==> src/rtl/wpt_pkg.sv <==
package wpt_pkg;

   typedef enum logic [2:0] {
      KIND_LOAD  = 3'd0,
      KIND_STORE = 3'd1,
      KIND_SWAP  = 3'd2,
      KIND_LDEX  = 3'd3,
      KIND_STEX  = 3'd4
   } acc_kind_e;

   typedef struct packed {
      logic [4:0] mask;
      logic       link_en;
      logic [3:0] link_idx;
      logic [1:0] sec;
      logic [3:0] bsel;
      logic [1:0] kind;
      logic [1:0] priv;
      logic       en;
   } wpt_ctrl_t;

   localparam int CTRL_MASK_LSB = 24;
   localparam int CTRL_LINK_BIT = 20;
   localparam int CTRL_IDX_LSB  = 16;
   localparam int CTRL_SEC_LSB  = 14;
   localparam int CTRL_BSEL_LSB = 5;
   localparam int CTRL_KIND_LSB = 3;
   localparam int CTRL_PRIV_LSB = 1;

   function automatic logic [31:0] ctrl_pack(wpt_ctrl_t c);
      logic [31:0] w;
      w = '0;
      w[CTRL_MASK_LSB +: 5] = c.mask;
      w[CTRL_LINK_BIT]      = c.link_en;
      w[CTRL_IDX_LSB +: 4]  = c.link_idx;
      w[CTRL_SEC_LSB +: 2]  = c.sec;
      w[CTRL_BSEL_LSB +: 4] = c.bsel;
      w[CTRL_KIND_LSB +: 2] = c.kind;
      w[CTRL_PRIV_LSB +: 2] = c.priv;
      w[0]                  = c.en;
      return w;
   endfunction

   function automatic wpt_ctrl_t ctrl_unpack(logic [31:0] w);
      wpt_ctrl_t c;
      c.mask     = w[CTRL_MASK_LSB +: 5];
      c.link_en  = w[CTRL_LINK_BIT];
      c.link_idx = w[CTRL_IDX_LSB +: 4];
      c.sec      = w[CTRL_SEC_LSB +: 2];
      c.bsel     = w[CTRL_BSEL_LSB +: 4];
      c.kind     = w[CTRL_KIND_LSB +: 2];
      c.priv     = w[CTRL_PRIV_LSB +: 2];
      c.en       = w[0];
      return c;
   endfunction

endpackage

==> src/rtl/wpt_regs.sv <==
module wpt_regs
   import wpt_pkg::*;
#(
   parameter int ADDR_W = 32
) (
   input  logic              clk,
   input  logic              rst_n,
   input  logic              reg_wr,
   input  logic              reg_sel,
   input  logic [31:0]       reg_wdata,
   output logic [31:0]       reg_rdata,
   output logic [ADDR_W-1:0] watch_addr,
   output wpt_ctrl_t         ctrl
);

   localparam int STORE_W = ADDR_W - 2;

   logic [STORE_W-1:0] addr_q;
   wpt_ctrl_t          ctrl_q;
   logic [31:0]        addr_rd;
   logic               wdata_unused;

   always_ff @(posedge clk or negedge rst_n) begin
      if (!rst_n) begin
         addr_q <= '0;
         ctrl_q <= '0;
      end else if (reg_wr) begin
         if (reg_sel) ctrl_q <= ctrl_unpack(reg_wdata);
         else         addr_q <= reg_wdata[ADDR_W-1:2];
      end
   end

   generate
      if (ADDR_W == 32) begin : g_full
         assign addr_rd      = {addr_q, 2'b00};
         assign wdata_unused = ^{reg_wdata[31:29], reg_wdata[23:21], reg_wdata[13:9]};
      end else begin : g_narrow
         assign addr_rd      = {{(32-ADDR_W){1'b0}}, addr_q, 2'b00};
         assign wdata_unused = ^{reg_wdata[31:29], reg_wdata[23:21], reg_wdata[13:9],
                                 reg_wdata[31:ADDR_W]};
      end
   endgenerate

   assign reg_rdata  = reg_sel ? ctrl_pack(ctrl_q) : addr_rd;
   assign watch_addr = {addr_q, 2'b00};
   assign ctrl       = ctrl_q;

   AST_RSVD_ZERO: assert property (@(posedge clk) disable iff (!rst_n)
      reg_sel |-> (reg_rdata[31:29] == 3'b0 && reg_rdata[23:21] == 3'b0 && reg_rdata[13:9] == 5'b0))
      else $error("reserved control bits read nonzero");
   AST_ADDR_ALIGNED: assert property (@(posedge clk) disable iff (!rst_n)
      !reg_sel |-> reg_rdata[1:0] == 2'b00)
      else $error("watch address low bits nonzero");

endmodule

==> src/rtl/wpt_addr_match.sv <==
module wpt_addr_match #(
   parameter int ADDR_W = 32,
   parameter int MASK_W = 5
) (
   input  logic [ADDR_W-1:0] acc_addr,
   input  logic [ADDR_W-1:0] watch_addr,
   input  logic [MASK_W-1:0] mask,
   output logic              addr_ok
);

   localparam int CMP_W = ADDR_W - 2;

   logic [CMP_W-1:0] bit_ok;
   logic             low_unused;

   generate
      for (genvar i = 2; i < ADDR_W; i++) begin : g_bit
         assign bit_ok[i-2] = (i < int'(mask)) || (acc_addr[i] == watch_addr[i]);
      end
   endgenerate

   assign low_unused = ^{acc_addr[1:0], watch_addr[1:0]};
   assign addr_ok    = &bit_ok;

endmodule

==> src/rtl/wpt_attr_match.sv <==
module wpt_attr_match
   import wpt_pkg::*;
#(
   parameter int NUM_CTX = 16
) (
   input  wpt_ctrl_t          ctrl,
   input  logic [3:0]         acc_lanes,
   input  logic [2:0]         acc_kind,
   input  logic               acc_priv,
   input  logic               acc_secure,
   input  logic               acc_excl_pass,
   input  logic [NUM_CTX-1:0] ctx_hit,
   output logic               attr_ok,
   output logic               link_flag
);

   localparam int IDX_SPAN = 16;

   logic [IDX_SPAN-1:0] ctx_pad;
   logic is_load, is_store, kind_ok, priv_ok, sec_ok, lane_ok, link_ok;

   generate
      if (NUM_CTX == IDX_SPAN) begin : g_ctx_full
         assign ctx_pad = ctx_hit;
      end else begin : g_ctx_pad
         assign ctx_pad = {{(IDX_SPAN-NUM_CTX){1'b0}}, ctx_hit};
      end
   endgenerate

   always_comb begin
      is_load  = 1'b0;
      is_store = 1'b0;
      case (acc_kind)
         KIND_LOAD:  is_load  = 1'b1;
         KIND_LDEX:  is_load  = 1'b1;
         KIND_STORE: is_store = 1'b1;
         KIND_STEX:  is_store = acc_excl_pass;
         KIND_SWAP: begin
            is_load  = 1'b1;
            is_store = 1'b1;
         end
         default: ;
      endcase
   end

   assign kind_ok   = (ctrl.kind[0] & is_load) | (ctrl.kind[1] & is_store);
   assign priv_ok   = acc_priv ? ctrl.priv[0] : ctrl.priv[1];
   assign sec_ok    = (ctrl.sec == 2'b00) ||
                      (ctrl.sec == 2'b01 && !acc_secure) ||
                      (ctrl.sec == 2'b10 &&  acc_secure);
   assign lane_ok   = |(acc_lanes & ctrl.bsel);
   assign link_flag = ctx_pad[ctrl.link_idx];
   assign link_ok   = !ctrl.link_en || link_flag;
   assign attr_ok   = ctrl.en & kind_ok & priv_ok & sec_ok & lane_ok & link_ok;

endmodule

==> src/rtl/wpt_unit.sv <==
module wpt_unit
   import wpt_pkg::*;
#(
   parameter int ADDR_W  = 32,
   parameter int NUM_CTX = 16
) (
   input  logic               clk,
   input  logic               rst_n,
   input  logic               reg_wr,
   input  logic               reg_sel,
   input  logic [31:0]        reg_wdata,
   output logic [31:0]        reg_rdata,
   input  logic               acc_valid,
   input  logic [ADDR_W-1:0]  acc_addr,
   input  logic [3:0]         acc_lanes,
   input  logic [2:0]         acc_kind,
   input  logic               acc_priv,
   input  logic               acc_secure,
   input  logic               acc_excl_pass,
   input  logic [NUM_CTX-1:0] ctx_hit,
   output logic               wp_hit
);

   localparam int MASK_W = 5;

   generate
      if (ADDR_W < 8 || ADDR_W > 32) begin : g_bad_addr
         $error("wpt_unit: ADDR_W must lie in 8..32");
      end
      if (NUM_CTX < 1 || NUM_CTX > 16) begin : g_bad_ctx
         $error("wpt_unit: NUM_CTX must lie in 1..16");
      end
   endgenerate

   wpt_ctrl_t         ctrl;
   logic [ADDR_W-1:0] watch_addr;
   logic              addr_ok, attr_ok, link_flag;
   logic              hit_q;

   wpt_regs #(.ADDR_W(ADDR_W)) u_regs (
      .clk        (clk),
      .rst_n      (rst_n),
      .reg_wr     (reg_wr),
      .reg_sel    (reg_sel),
      .reg_wdata  (reg_wdata),
      .reg_rdata  (reg_rdata),
      .watch_addr (watch_addr),
      .ctrl       (ctrl)
   );

   wpt_addr_match #(.ADDR_W(ADDR_W), .MASK_W(MASK_W)) u_addr (
      .acc_addr   (acc_addr),
      .watch_addr (watch_addr),
      .mask       (ctrl.mask),
      .addr_ok    (addr_ok)
   );

   wpt_attr_match #(.NUM_CTX(NUM_CTX)) u_attr (
      .ctrl          (ctrl),
      .acc_lanes     (acc_lanes),
      .acc_kind      (acc_kind),
      .acc_priv      (acc_priv),
      .acc_secure    (acc_secure),
      .acc_excl_pass (acc_excl_pass),
      .ctx_hit       (ctx_hit),
      .attr_ok       (attr_ok),
      .link_flag     (link_flag)
   );

   always_ff @(posedge clk or negedge rst_n) begin
      if (!rst_n) hit_q <= 1'b0;
      else        hit_q <= acc_valid & addr_ok & attr_ok;
   end

   assign wp_hit = hit_q;

   AST_DISABLED_NO_HIT: assert property (@(posedge clk) disable iff (!rst_n)
      wp_hit |-> $past(ctrl.en))
      else $error("hit while disabled");
   AST_HIT_NEEDS_VALID: assert property (@(posedge clk) disable iff (!rst_n)
      wp_hit |-> $past(acc_valid))
      else $error("hit without access");
   AST_STEX_PASS: assert property (@(posedge clk) disable iff (!rst_n)
      (wp_hit && $past(acc_kind) == KIND_STEX) |-> $past(acc_excl_pass))
      else $error("store exclusive hit without monitor pass");
   AST_LINK_FLAG: assert property (@(posedge clk) disable iff (!rst_n)
      (wp_hit && $past(ctrl.link_en)) |-> $past(link_flag))
      else $error("linked hit without context match");
   AST_RSVD_SUPPRESS: assert property (@(posedge clk) disable iff (!rst_n)
      wp_hit |-> $past(ctrl.kind != 2'b00 && ctrl.priv != 2'b00 && ctrl.sec != 2'b11))
      else $error("hit under reserved encoding");
   AST_LANE_NONZERO: assert property (@(posedge clk) disable iff (!rst_n)
      wp_hit |-> $past((acc_lanes & ctrl.bsel) != 4'b0))
      else $error("hit without selected lane");

endmodule

==> config.mk <==
export PLATFORM = sky130hd
export DESIGN_NAME = wpt_unit
export DESIGN_NICKNAME = d
export VERILOG_FILES = /design/src/rtl/wpt_pkg.sv /design/src/rtl/wpt_regs.sv /design/src/rtl/wpt_addr_match.sv /design/src/rtl/wpt_attr_match.sv /design/src/rtl/wpt_unit.sv
export SDC_FILE = /design/constraint.sdc
export NUM_CORES = 1
export LEC_CHECK = 0
export ABC_AREA = 1
export CAP_MARGIN = 30
export CORE_MARGIN = 2
export CORE_UTILIZATION = 40
export CTS_CLUSTER_SIZE = 30
export DETAILED_ROUTE_END_ITERATION = 6
export PLACE_DENSITY = 0.77
export SLEW_MARGIN = 20
export SYNTH_ARGS = -nofsm -noshare
export SYNTH_HDL_FRONTEND = slang
export SYNTH_SLANG_ARGS = --single-unit
export TNS_END_PERCENT = 10
==> constraint.sdc <==
create_clock -name clk -period 1.3 [get_ports clk]
set_input_delay 0.195 -clock clk [delete_from_list [all_inputs] [get_ports clk]]
set_output_delay 0.195 -clock clk [all_outputs]
set_load 0.01 [all_outputs]
---- Yosys cells after proc, flatten, opt, wreduce, memory -nomap -nowiden ----
Cells that the tools add are included.
storage, ports and cells
  register bits after elaboration ......... 52
  bits in latches ......................... 0
  RAM bits ................................ 0
  bits in read-only memories .............. 0
  bits of input ports ..................... 95
  output and inout bits ................... 33
  logic and storage cells ................. 138
  memories ................................ 0
cells by class
  add/sub/neg operators ................... 0
  multipliers ............................. 0
  div/mod/pow operators ................... 0
  magnitude comparators ................... 30
  equal/unequal tests ..................... 36
  shift operators ......................... 0
  muxes and demuxes ....................... 6
  bitwise gates (word level) .............. 12
  reductions and logical operators ........ 44
operator list
  cell                count
  $lt 5x5->1 const A  15
  $lt 4x5->1 const A  8
  $logic_or 1x1->1    32
  $mux 32             1
  $eq 1x1->1          30
  $reduce_and 30->1   1
  $lt 3x5->1 const A  4
  $lt 2x5->1 const A  2
  $and 1x1->1         9
  $eq 3x2->1 const B  2
  $lt 4x5->1 const B  1
  $and 4x4->4         1
  $bmux 1 s4          1
  $reduce_and 2->1    2
  $reduce_or 4->1     1
  $eq 3x1->1 const B  1
  $eq 3x3->1 const B  1
  $logic_not 3->1     1
  $mux 1              3
  $reduce_or 3->1     1
  $eq 2x1->1 const B  1
  $eq 2x2->1 const B  1
  $logic_and 1x1->1   2
  $logic_not 1->1     2
  other kinds (5)     5

---- Depth between registers and ports, before layout ----
Gate-level depths: netlist of run 1.
  depth after elaboration ................. 11
  mapped depth ............................ 13
  mapped depth without buffers ............ 12

---- Cells and area by module ----
From an unflattened synthesis of run 1, not the netlist that was laid out.
second synthesis, totals
  cells, all modules ...................... 592
  area, all modules ....................... 3654.8 um2
modules (own cells, without submodules)
  module          times used  cells each  area an instance (um2)  sequential area each (um2)
  wpt_regs        1           315         2392.3                  1276.2
  wpt_addr_match  1           198         858.3                   0.0
  wpt_attr_match  1           75          365.4                   0.0
  wpt_unit        1           4           38.8                    25.0

---- Least setup slack after synthesis of run 1 ----
Ideal clock, no wire load.
  path type ............................... register -> register
  start ................................... reg u_regs.ctrl_q (netlist bit u_regs.ctrl[17])
  end ..................................... reg hit_q (netlist: wp_hit)
  data arrival time ....................... 1.171 ns
  data required time ...................... 1.182 ns
  slack ................................... 0.011 ns
  stages on the path, launching flop included .. 12
  cells stage by stage .................... dfrtp_1 -> buf_4 -> nor2_1 -> nor2_1 -> nor2_1 -> nand2_1 -> nand2_1 -> nor2_1 -> nand2_1 -> nor2_1 -> nand2_1 -> nor2_2
between the ends
  cells in the longest elaborated chain, start to end .. 5
RTL lines
  what                                      RTL line              RTL
  start: declaration                        wpt_regs.sv:19        wpt_ctrl_t ctrl_q;
  start signal: assignment                  wpt_regs.sv:28        if (reg_sel) ctrl_q <= ctrl_unpack(reg_wdata);
  $lt 2x5->1, or another cell as far along  wpt_addr_match.sv:18  assign bit_ok[i-2] = (i < int'(mask)) || (acc_addr[i] == watch_addr[i]);
  $logic_or 1x1->1                          wpt_addr_match.sv:18
  $reduce_and 30->1 (*)                     wpt_addr_match.sv:23  assign addr_ok = &bit_ok;
  $and 1x1->1 (*) (2 in series)             wpt_unit.sv:72        else hit_q <= acc_valid & addr_ok & attr_ok;
  end signal: assignment                    wpt_unit.sv:72
  end: declaration                          wpt_unit.sv:38        logic hit_q;
Every way passes the cells marked *; elsewhere a longest branch is shown, timed or not.
A chain may end at the register's enable or synchronous reset.

---- Final worst setup path of run 1 ----
Ends and elaborated chain as after synthesis.

==> results of run 1 <==
report_power, final:
| group | total, W | switching [W] | internal (W) |
|---|---|---|---|
| sequential | 0.00197 | 0.000149 | 0.00182 |
| combinational | 0.00186 | 0.000937 | 0.000926 |
| clock | 0.000924 | 0.000548 | 0.000377 |
| total | 0.00476 | 0.00163 | 0.00312 |
final cells by class:
cell class	instances	area share, %
Multi-Input combinational cell	368	32.82
Timing Repair Buffer	176	31.38
Sequential cell	52	25.92
Inverter	72	5.536
Tap cell	105	2.607
Clock buffer	5	1.365
Clock inverter	3	0.3724
metal layers:
metal  vias up  global-route usage, %
met5         -                      0
met4         0                  5.072
met3         6                  3.432
met2       120                  38.89
met1      1710                  30.99
li1       1889                      -
cells by family (layout without fill, tap and decap cells):
| group | after synthesis | after routing | synth area share [%] |
|---|---|---|---|
| AO/OA/AOI/OAI | 87 | 87 | 13.65 |
| multiplexers | 1 | 1 | 0.3422 |
| XOR/XNOR | 14 | 14 | 3.726 |
| AND/OR/NAND/NOR | 266 | 266 | 31.52 |
| flip-flops | 52 | 52 | 39.54 |
| buffers and inverters | 92 | 256 | 11.22 |
path summary, 6_finish.rpt:
check | startpoint | end | slack, ns | cells after the start
min in group clk | reg_wdata[3] | u_regs.ctrl[3] | 0.45 | 3
setup reg to reg | u_regs.ctrl[17] | wp_hit | -0.23 | 12
hold reg to reg | u_regs.ctrl[2] | u_regs.ctrl[2] | 0.53 | 2
setup / recovery | u_regs.ctrl[17] | wp_hit | -0.23 | 12
hold / removal | rst_n | u_regs.addr_q[10] | 0.43 | 3
max in group asynchronous | rst_n | u_regs.ctrl[11] | 0.63 | 3
critical path: cells and delay by family (launching register included):
family | cells | cell delay [ns]
simple gates | 8 | 0.52
buf+inv | 3 | 0.38
flops | 1 | 0.42
compound gates | 1 | 0.12
flip-flops by register name, indices dropped and copies added (netlist names):
register and cells:
u_regs.addr_q 30, u_regs.ctrl 21, wp_hit 1
through the flow:
stage               worst slack, ns  hold WS, ns  utilization [%]  cells
global route                -0.3255       0.4415            62.28    781
detailed placement          -0.6375       0.2122            61.04    761
finish                      -0.2263       0.4289            62.28    781
CTS                         -0.2413       0.4328            62.42    778
floorplan                   0.01090      -0.1006                -    512
global placement            -0.5851       0.2116            61.04    761
cell usage in the layout (no fill, tap or decap), types with 2 or more instances in the layout:
master / n
o211ai_1: 4
buf_12: 7
clkdlybuf4s50_1: 90
nand3_1: 15
clkbuf_8: 5
buf_2: 15
o21ai_0: 58
nand2_1: 166
o21ai_1: 10
clkinv_2: 3
inv_2: 4
nor2_2: 8
xor2_1: 10
inv_1: 66
clkbuf_2: 17
dfrtp_2: 4
dlymetal6s2s_1: 2
a21oi_1: 12
buf_6: 3
buf_4: 39
xnor2_1: 4
nand2_2: 5
nor2_1: 69
dfrtp_1: 48
what timing repair did:
action | in CTS | in global routing
hold buffers | 1 | 0
hold endpoints to repair | 52 | 0
pin swaps | 0 | 4
buffers inserted | 8 | 3
resized for setup | 102 | 44
setup endpoints to repair | 34 | 27
==> flow_metrics.tcl, run 1 <==
set metrics [dict create \
    design_power_total_w 0.004755 \
    path_common_cell "nand2_1" \
    dr.pass1.iters 4 \
    portBuffers 125 \
    num-fill-cells 789 \
    drcViolationCount 0 \
    gp_congestion 0.8723 \
    cts-root-buf "clkbuf_8" \
    netlist_top_cells_count "170 x nand2_1, 73 x nor2_1, 71 x inv_1, 67 x o21ai_0, 52 x dfrtp_1" \
    die_y_um 94.70 \
    fin_crit_sh_pct 117.4 \
    yosys_register_bits 52 \
    crit_slowest_cell "dfrtp_2" \
    cp.arrival_ns 1.73 \
    nNetsFinal 770 \
    die_x_um 94.70 \
    routed_via_density 4.770 \
    crit_chain "buf_6, inv_1, nand2_1, buf_4, o21bai_1, nand2_1, nand2_1, nor2_2, nand2_1, nor2_2, nand2_2, nor2_2" \
    cp_data_required_time_ns 1.51 \
    tightest_slew_ns 0.2924 \
    drv_slew 0 \
    violations "negative setup slack" \
    drive_above_1_share_pct 17.31 \
    hp-class "in2async" \
    dp_hpwl_um 7924 \
    peakVddDrop_mv 0.4238 \
    grt_pass1_vias 3527 \
    synth_top_area_share_pct 39.54 \
    grt.overflow.total 0 \
    yosysMostFrequentCell "nand2_1" \
    syn_to_final_growth_pct 53.16 \
    track_usage_pct 22.91 \
    p_leak_nw 2.659 \
    slowest_delay_ns 0.42 \
    maxCapViolations 0 \
    cts.sinks 52 \
    synthesis.area_sq_um 3291 \
    htree_levels 2 \
    io_pins 128 \
    place_area_sq_um 4940 \
    cts.path.max_buffers 2 \
    met3WireLength_um 659 \
    crit_path_end_kind "register" \
    rows 33 \
    antenna_found_initial 0 \
    wirelength_um 10220 \
    highest_layer "met4" \
    syn_avg_cell_area_sq_um 6.427 \
    fin_tns_setup_ns -0.3392 \
    path_max_fanout 7 \
    period_needed_ns 1.526 \
    status "complete, but fails checks" \
    ys_warn_count 0 \
    wl_per_cell_um 13.08 \
    wl_met1_um 4581 \
    syn-num-nets 607 \
    vias 3725 \
    synthCells 512 \
    setup_viol 3 \
    clkSlewWorstSetupHoldPaths_ns 0.10 \
    relSlewSlack_pct 80.44 \
    fin_skew_ns 0.005634 \
    core_sq_um 8093 \
    wl_met2_um 4914 \
    die-area_sq_um 8968 \
    start_util_pct 40.66 \
    numCtsBuffers 5 \
    netlist_top_cells_area "dfrtp_1 40%, nand2_1 19%, o21ai_0 10%" \
    synth_top_area_cell "dfrtp_1" \
    clock.fmax_ghz 0.6552 \
    critical_path_class "reg2reg" \
    crit_path_start_kind "register" \
    p_per_area_nw_per_um2 943.5 \
    rsz0062_at_grt "yes" \
    yosysSeqAreaShare_pct 39.54 \
    ys_dominant_reg_cell "dfrtp_1" \
    clock_latency_ns 0.31 \
    cts_tree "built" \
    grt_max_degree 53 \
    synthArstFlopShare_pct 100.0 \
    regArea_sq_um 1306 \
    hold_viol 0 \
    ys_types 22 \
    ant_nets 0 \
    multiInputGateArea_sq_um 1654 \
    grt_first_pass_wirelength_um 16170 \
    n_antenna_cell 0 \
    postLayoutCellArea_sq_um 5040 \
    layout_setup_ws_ns -0.2263 \
    synth-edff-count 0 \
    first_iter_violations 137 \
]
Power figures use the tool's default switching activity.
==> inputs of run 2 (changes only) <==
--- a/config.mk
+++ b/config.mk
@@ -8,10 +8,10 @@
 export ABC_AREA = 1
 export CAP_MARGIN = 30
 export CORE_MARGIN = 2
-export CORE_UTILIZATION = 40
+export CORE_UTILIZATION = 48
 export CTS_CLUSTER_SIZE = 30
 export DETAILED_ROUTE_END_ITERATION = 6
-export PLACE_DENSITY = 0.77
+export PLACE_DENSITY = 0.87
 export SLEW_MARGIN = 20
 export SYNTH_ARGS = -nofsm -noshare
 export SYNTH_HDL_FRONTEND = slang
==> constraint.sdc (replaced) <==
create_clock -name clk -period 1.8 [get_ports clk]
set_input_delay 0.27 -clock clk [delete_from_list [all_inputs] [get_ports clk]]
set_output_delay 0.27 -clock clk [all_outputs]
set_load 0.01 [all_outputs]
==> run 2 against run 1 <==
- the run now ends clean
- utilization up 8.8 points
- worst setup slack better by 0.29 ns
- non-clock buffer count down 39
- clock power down 26%
- sequential share of layout area up 1.4 points
- via count down 3.8%
- critical path depth down 9
- global-route usage up 2.7 points
- flip-flop and latch count unchanged
- cell count down 8.2%
- largest cell class unchanged
==> flow_metrics.tcl, run 2 (synthesized netlist as in run 1, its figures left out) <==
set metrics [dict create \
    path_max_fanout 6 \
    critical_path_class "reg2out" \
    wl_met1_um 4069 \
    core_sq_um 6719 \
    grt_first_pass_wirelength_um 15210 \
    tightest_slew_ns 0.3273 \
    cts.path.max_buffers 2 \
    syn_to_final_growth_pct 45.06 \
    highest_layer "met4" \
    fin_crit_sh_pct 96.20 \
    rows 30 \
    hold_viol 0 \
    setup_viol 0 \
    gp_congestion 0.9068 \
    n_antenna_cell 0 \
    wl_per_cell_um 13.50 \
    cts-root-buf "clkbuf_8" \
    start_util_pct 48.98 \
    die_y_um 86.80 \
    die-area_sq_um 7534 \
    postLayoutCellArea_sq_um 4773 \
    worst_r2r_path_depth 10 \
    portBuffers 125 \
    place_area_sq_um 4673 \
    crit_path_start_kind "register" \
    met3WireLength_um 651 \
    htree_levels 2 \
    antenna_found_initial 0 \
    track_usage_pct 25.62 \
    first_iter_violations 237 \
    nNetsFinal 731 \
    fin_skew_ns 0.007141 \
    grt_pass1_vias 3342 \
    cts_tree "built" \
    rsz0062_at_grt "no" \
    clkSlewWorstSetupHoldPaths_ns 0.09 \
    drv_slew 0 \
    p_leak_nw 2.509 \
    relSlewSlack_pct 78.18 \
    largest_reg_flops 30 \
    die_x_um 86.80 \
    cp_data_required_time_ns 1.53 \
    crit_path_end_kind "primary output" \
    status "finished, final reports clean" \
    clock.fmax_ghz 0.5775 \
    cp.arrival_ns 1.46 \
    numCtsBuffers 5 \
    grt_max_degree 53 \
    wirelength_um 9682 \
    design_power_total_w 0.003277 \
    routed_via_density 4.999 \
    period_needed_ns 1.732 \
    io_pins 128 \
    hp-class "in2async" \
    layout_common_cells "169 x nand2_1, 98 x clkdlybuf4s50_1, 73 x nor2_1" \
    post_cts_buffers 0 \
    maxCapViolations 0 \
    dp_hpwl_um 7584 \
    drcViolationCount 0 \
    wl_met2_um 4902 \
    peakVddDrop_mv 0.3785 \
    grt.overflow.total 0 \
    cts.sinks 52 \
    final_common_cell "nand2_1" \
    drive_above_1_share_pct 4.553 \
    regMostFlops "u_regs.addr_q" \
    vias 3584 \
    p_per_area_nw_per_um2 686.5 \
    dr.pass1.iters 5 \
    ant_nets 0 \
    clock_latency_ns 0.30 \
]
-- run 2: changes by cell type in the layout (fill, tap and decap cells not counted), sizes merged --
cell / delta
buf: -52
clkinv: -3
dlymetal6s2s: +3
dlygate4sd2: +20
clkbuf: -14
clkdlybuf4s50: +8
clkdlybuf4s15: -1
-- run 2: timing repair --
| action | CTS | global route |
|---|---|---|
| hold buffers | 1 | 0 |
| hold endpoints to repair | 52 | 0 |
| endpoints found under the setup margin | 32 | 19 |
| gates resized for setup | 22 | 8 |
| gates cloned | 0 | 0 |
-- run 2: path summary, 6_finish.rpt --
check                                      from                 to  slack [ns]
worst min-delay path                      rst_n  u_regs.addr_q[27]        0.48
worst max register to register  u_regs.ctrl[20]             wp_hit        0.21
max in group asynchronous                 rst_n    u_regs.ctrl[17]        1.05
worst min register to register   u_regs.ctrl[2]     u_regs.ctrl[2]        0.50
worst max-delay path            u_regs.ctrl[19]      reg_rdata[27]        0.07
min in group clk                 u_regs.ctrl[2]     u_regs.ctrl[2]        0.50
-- run 2: area by class of cell --
cell class / count / area [sq um]
Tap cell: 80 / 100.1
Sequential cell: 52 / 1303
Fill cell: 592 / 1946
Inverter: 72 / 270.3
Clock buffer: 8 / 90.09
Multi-Input combinational cell: 368 / 1623
Timing Repair Buffer: 137 / 1388
-- run 2: worst max-delay path, stage by stage (launching register included) --
cell             delay (ns)
dfrtp_1                0.47
nand2_1                0.07
o21ai_0                0.07
clkdlybuf4s50_1        0.55
-- run 2: metrics by stage --
| step | instances | utilization (%) | setup slack (ns) | TNS [ns] | hold WS, ns |
|---|---|---|---|---|---|
| finish | 717 | 71.04 | 0.06836 | 0 | 0.4772 |
| global route | 717 | 71.04 | 0.003084 | 0 | 0.5259 |
| CTS | 717 | 70.71 | -0.1889 | -1.786 | 0.4915 |
| detailed placement | 708 | 69.55 | -0.2766 | -5.072 | 0.2845 |
| global placement | 708 | 69.55 | -0.2326 | -4.598 | 0.2788 |
| floorplan | 512 | - | 0.5109 | 0 | -0.02559 |
-- run 2: per-layer routing --
layer | track usage (%) | up-vias
met2 | 46.15 | 138
met5 | 0 | -
met3 | 3.714 | 6
met1 | 33.41 | 1624
met4 | 3.409 | 0
li1 | - | 1816
-- run 2: where the power goes --
part	internal [W]	total, W	switching, W
combinational	0.000556	0.00114	0.000584
sequential	0.00131	0.00145	0.000142
clock	0.000315	0.000684	0.000369
==> inputs of run 3 (changes only) <==
--- a/config.mk
+++ b/config.mk
@@ -11,7 +11,8 @@
 export CORE_UTILIZATION = 48
 export CTS_CLUSTER_SIZE = 30
 export DETAILED_ROUTE_END_ITERATION = 6
-export PLACE_DENSITY = 0.87
+export HOLD_SLACK_MARGIN = 0.03
+export PLACE_DENSITY = 0.94
 export SLEW_MARGIN = 20
 export SYNTH_ARGS = -nofsm -noshare
 export SYNTH_HDL_FRONTEND = slang
==> run 3 against run 2 <==
- critical path depth is 2 higher
- worst setup slack worse by 0.052 ns
- utilization is 0.71 points higher
- flip-flop and latch count stayed put
==> flow_metrics.tcl, run 3 (synthesized netlist as in run 1, its figures left out) <==
set metrics [dict create \
    regArea_sq_um 1305 \
    ant_nets 0 \
    grt_first_pass_wirelength_um 16400 \
    grt_max_degree 32 \
    largest_reg_flops 30 \
    hp-class "in2async" \
    final_common_cell "nand2_1" \
    gp_congestion 0.8602 \
    core_sq_um 6719 \
    htree_levels 2 \
    status "finished, final reports clean" \
    maxCapViolations 0 \
    relSlewSlack_pct 63.94 \
    postLayoutCellArea_sq_um 4821 \
    p_per_area_nw_per_um2 692.7 \
    path_max_fanout 18 \
    hold_viol 0 \
    regMostFlops "u_regs.addr_q" \
    seqPwrFrac_pct 43.5 \
    track_usage_pct 27.29 \
    fin_skew_ns 0.002725 \
    drv_slew 0 \
    layout_common_cells "169 x nand2_1, 109 x clkdlybuf4s50_1, 73 x nor2_1" \
    nNetsFinal 734 \
    pwr-share-clk_pct 21.2 \
    holdWs_ns 0.4691 \
    wirelength_um 9965 \
    p_leak_nw 2.520 \
    instances_no_fill 720 \
    die_x_um 86.80 \
    portBuffers 125 \
    dp_hpwl_um 7966 \
    place_area_sq_um 4696 \
    drive_above_1_share_pct 5.625 \
    period_needed_ns 1.784 \
    reg2reg_slack_ns 0.21 \
    start_util_pct 48.98 \
    die-area_sq_um 7534 \
    wl_per_cell_um 13.84 \
    clkSlewWorstSetupHoldPaths_ns 0.09 \
    p_int_w 0.002208 \
    post_cts_buffers 0 \
    crit_path_start_kind "primary input" \
    grt.overflow.total 0 \
    clock.fmax_ghz 0.5605 \
    dpl.cell_count 711 \
    setup_viol 0 \
    tightest_slew_ns 0.5410 \
    cp_data_required_time_ns 1.53 \
    cts.sinks 52 \
    io_pins 128 \
    die_y_um 86.80 \
    power.switching_w 0.001131 \
    routed_via_density 5.097 \
    multiInputGateArea_sq_um 1623 \
    critical_path_class "in2out" \
    rsz0062_at_grt "yes" \
    drcViolationCount 0 \
    syn_to_final_growth_pct 46.50 \
    switching_share_pct 33.87 \
    cts_tree "built" \
    cp.arrival_ns 1.51 \
    rows 30 \
    n_antenna_cell 0 \
    numCtsBuffers 5 \
    combPwrFrac_pct 35.3 \
    vias 3670 \
    crit_path_end_kind "primary output" \
    clock_latency_ns 0.30 \
    cts.path.max_buffers 2 \
    cts-root-buf "clkbuf_8" \
    fin_crit_sh_pct 99.12 \
    peakVddDrop_mv 0.4169 \
    grt_pass1_vias 3592 \
    dr.pass1.iters 7 \
    first_iter_violations 140 \
    antenna_found_initial 0 \
    num-fill-cells 572 \
]
## run 3: changes by cell type in the layout (fill, tap and decap cells not counted), sizes merged
cell / before / now
buf: 12 / 15
clkbuf: 8 / 7
clkdlybuf4s15: 0 / 1
clkdlybuf4s50: 98 / 109
clkinvlp: 0 / 1
dlygate4sd2: 21 / 6
dlymetal6s2s: 5 / 8
## run 3: timing repair
item | in CTS | in global routing
resized for setup | 12 | 9
endpoints found under the hold margin | 21 | 0
hold buffers | 1 | 0
endpoints found under the setup margin | 32 | 15
## run 3: path summary, 6_finish.rpt
| check | startpoint | endpoint | depth (start not counted) |
|---|---|---|---|
| max | reg_sel | reg_rdata[14] | 5 |
| min | rst_n | u_regs.addr_q[17] | 2 |
| max reg2reg | u_regs.ctrl[16] | wp_hit | 10 |
| min reg2reg | u_regs.ctrl[3] | u_regs.ctrl[3] | 2 |
| max in group asynchronous | rst_n | u_regs.ctrl[17] | 3 |
| min in group clk | u_regs.ctrl[3] | u_regs.ctrl[3] | 2 |
## run 3: stage by stage
stage / TNS [ns] / util (%) / setup slack (ns) / total power, W
final: 0 / 71.75 / 0.01592 / 0.003339
after global routing: -0.1336 / 71.75 / -0.07165 / 0.003563
after CTS: -0.01559 / 71.40 / -0.01559 / 0.003357
after detailed placement: -5.329 / 69.89 / -0.2838 / 0.002667
after global placement: -4.769 / 69.89 / -0.2528 / 0.002622
after floorplan: 0 / - / 0.5109 / 0.002050
## run 3: power groups by stage
stage / registers (W) / clock network, W / logic [W]
detailed placement: 0.00147 / 0 / 0.00120
finish: 0.00145 / 0.000706 / 0.00118
CTS: 0.00145 / 0.000716 / 0.00119
global route: 0.00147 / 0.000764 / 0.00132
floorplan: 0.00142 / 0 / 0.000626
global placement: 0.00146 / 0 / 0.00116
## run 3: cell type report
class / instances / share of cell area [%]
repair buffers: 140 / 29.61
clock inverters: 1 / 0.1557
flip-flops and latches: 52 / 27.07
inverters: 72 / 5.632
clock buffers: 7 / 1.791
multi-input cells: 368 / 33.66
well taps: 80 / 2.076
## run 3: metal layers
metal | global-route usage, % | wire [um]
met4 | 8.381 | 204
met5 | 0 | 0
met2 | 47.33 | 5026
met3 | 4.952 | 597
met1 | 34.42 | 4137
## run 3: worst max-delay path, cell delays in order
cell and delay (ns):
dlygate4sd2_1 0.28, buf_4 0.25, nand2_1 0.09, nand2_1 0.09
clkdlybuf4s50_1 0.54
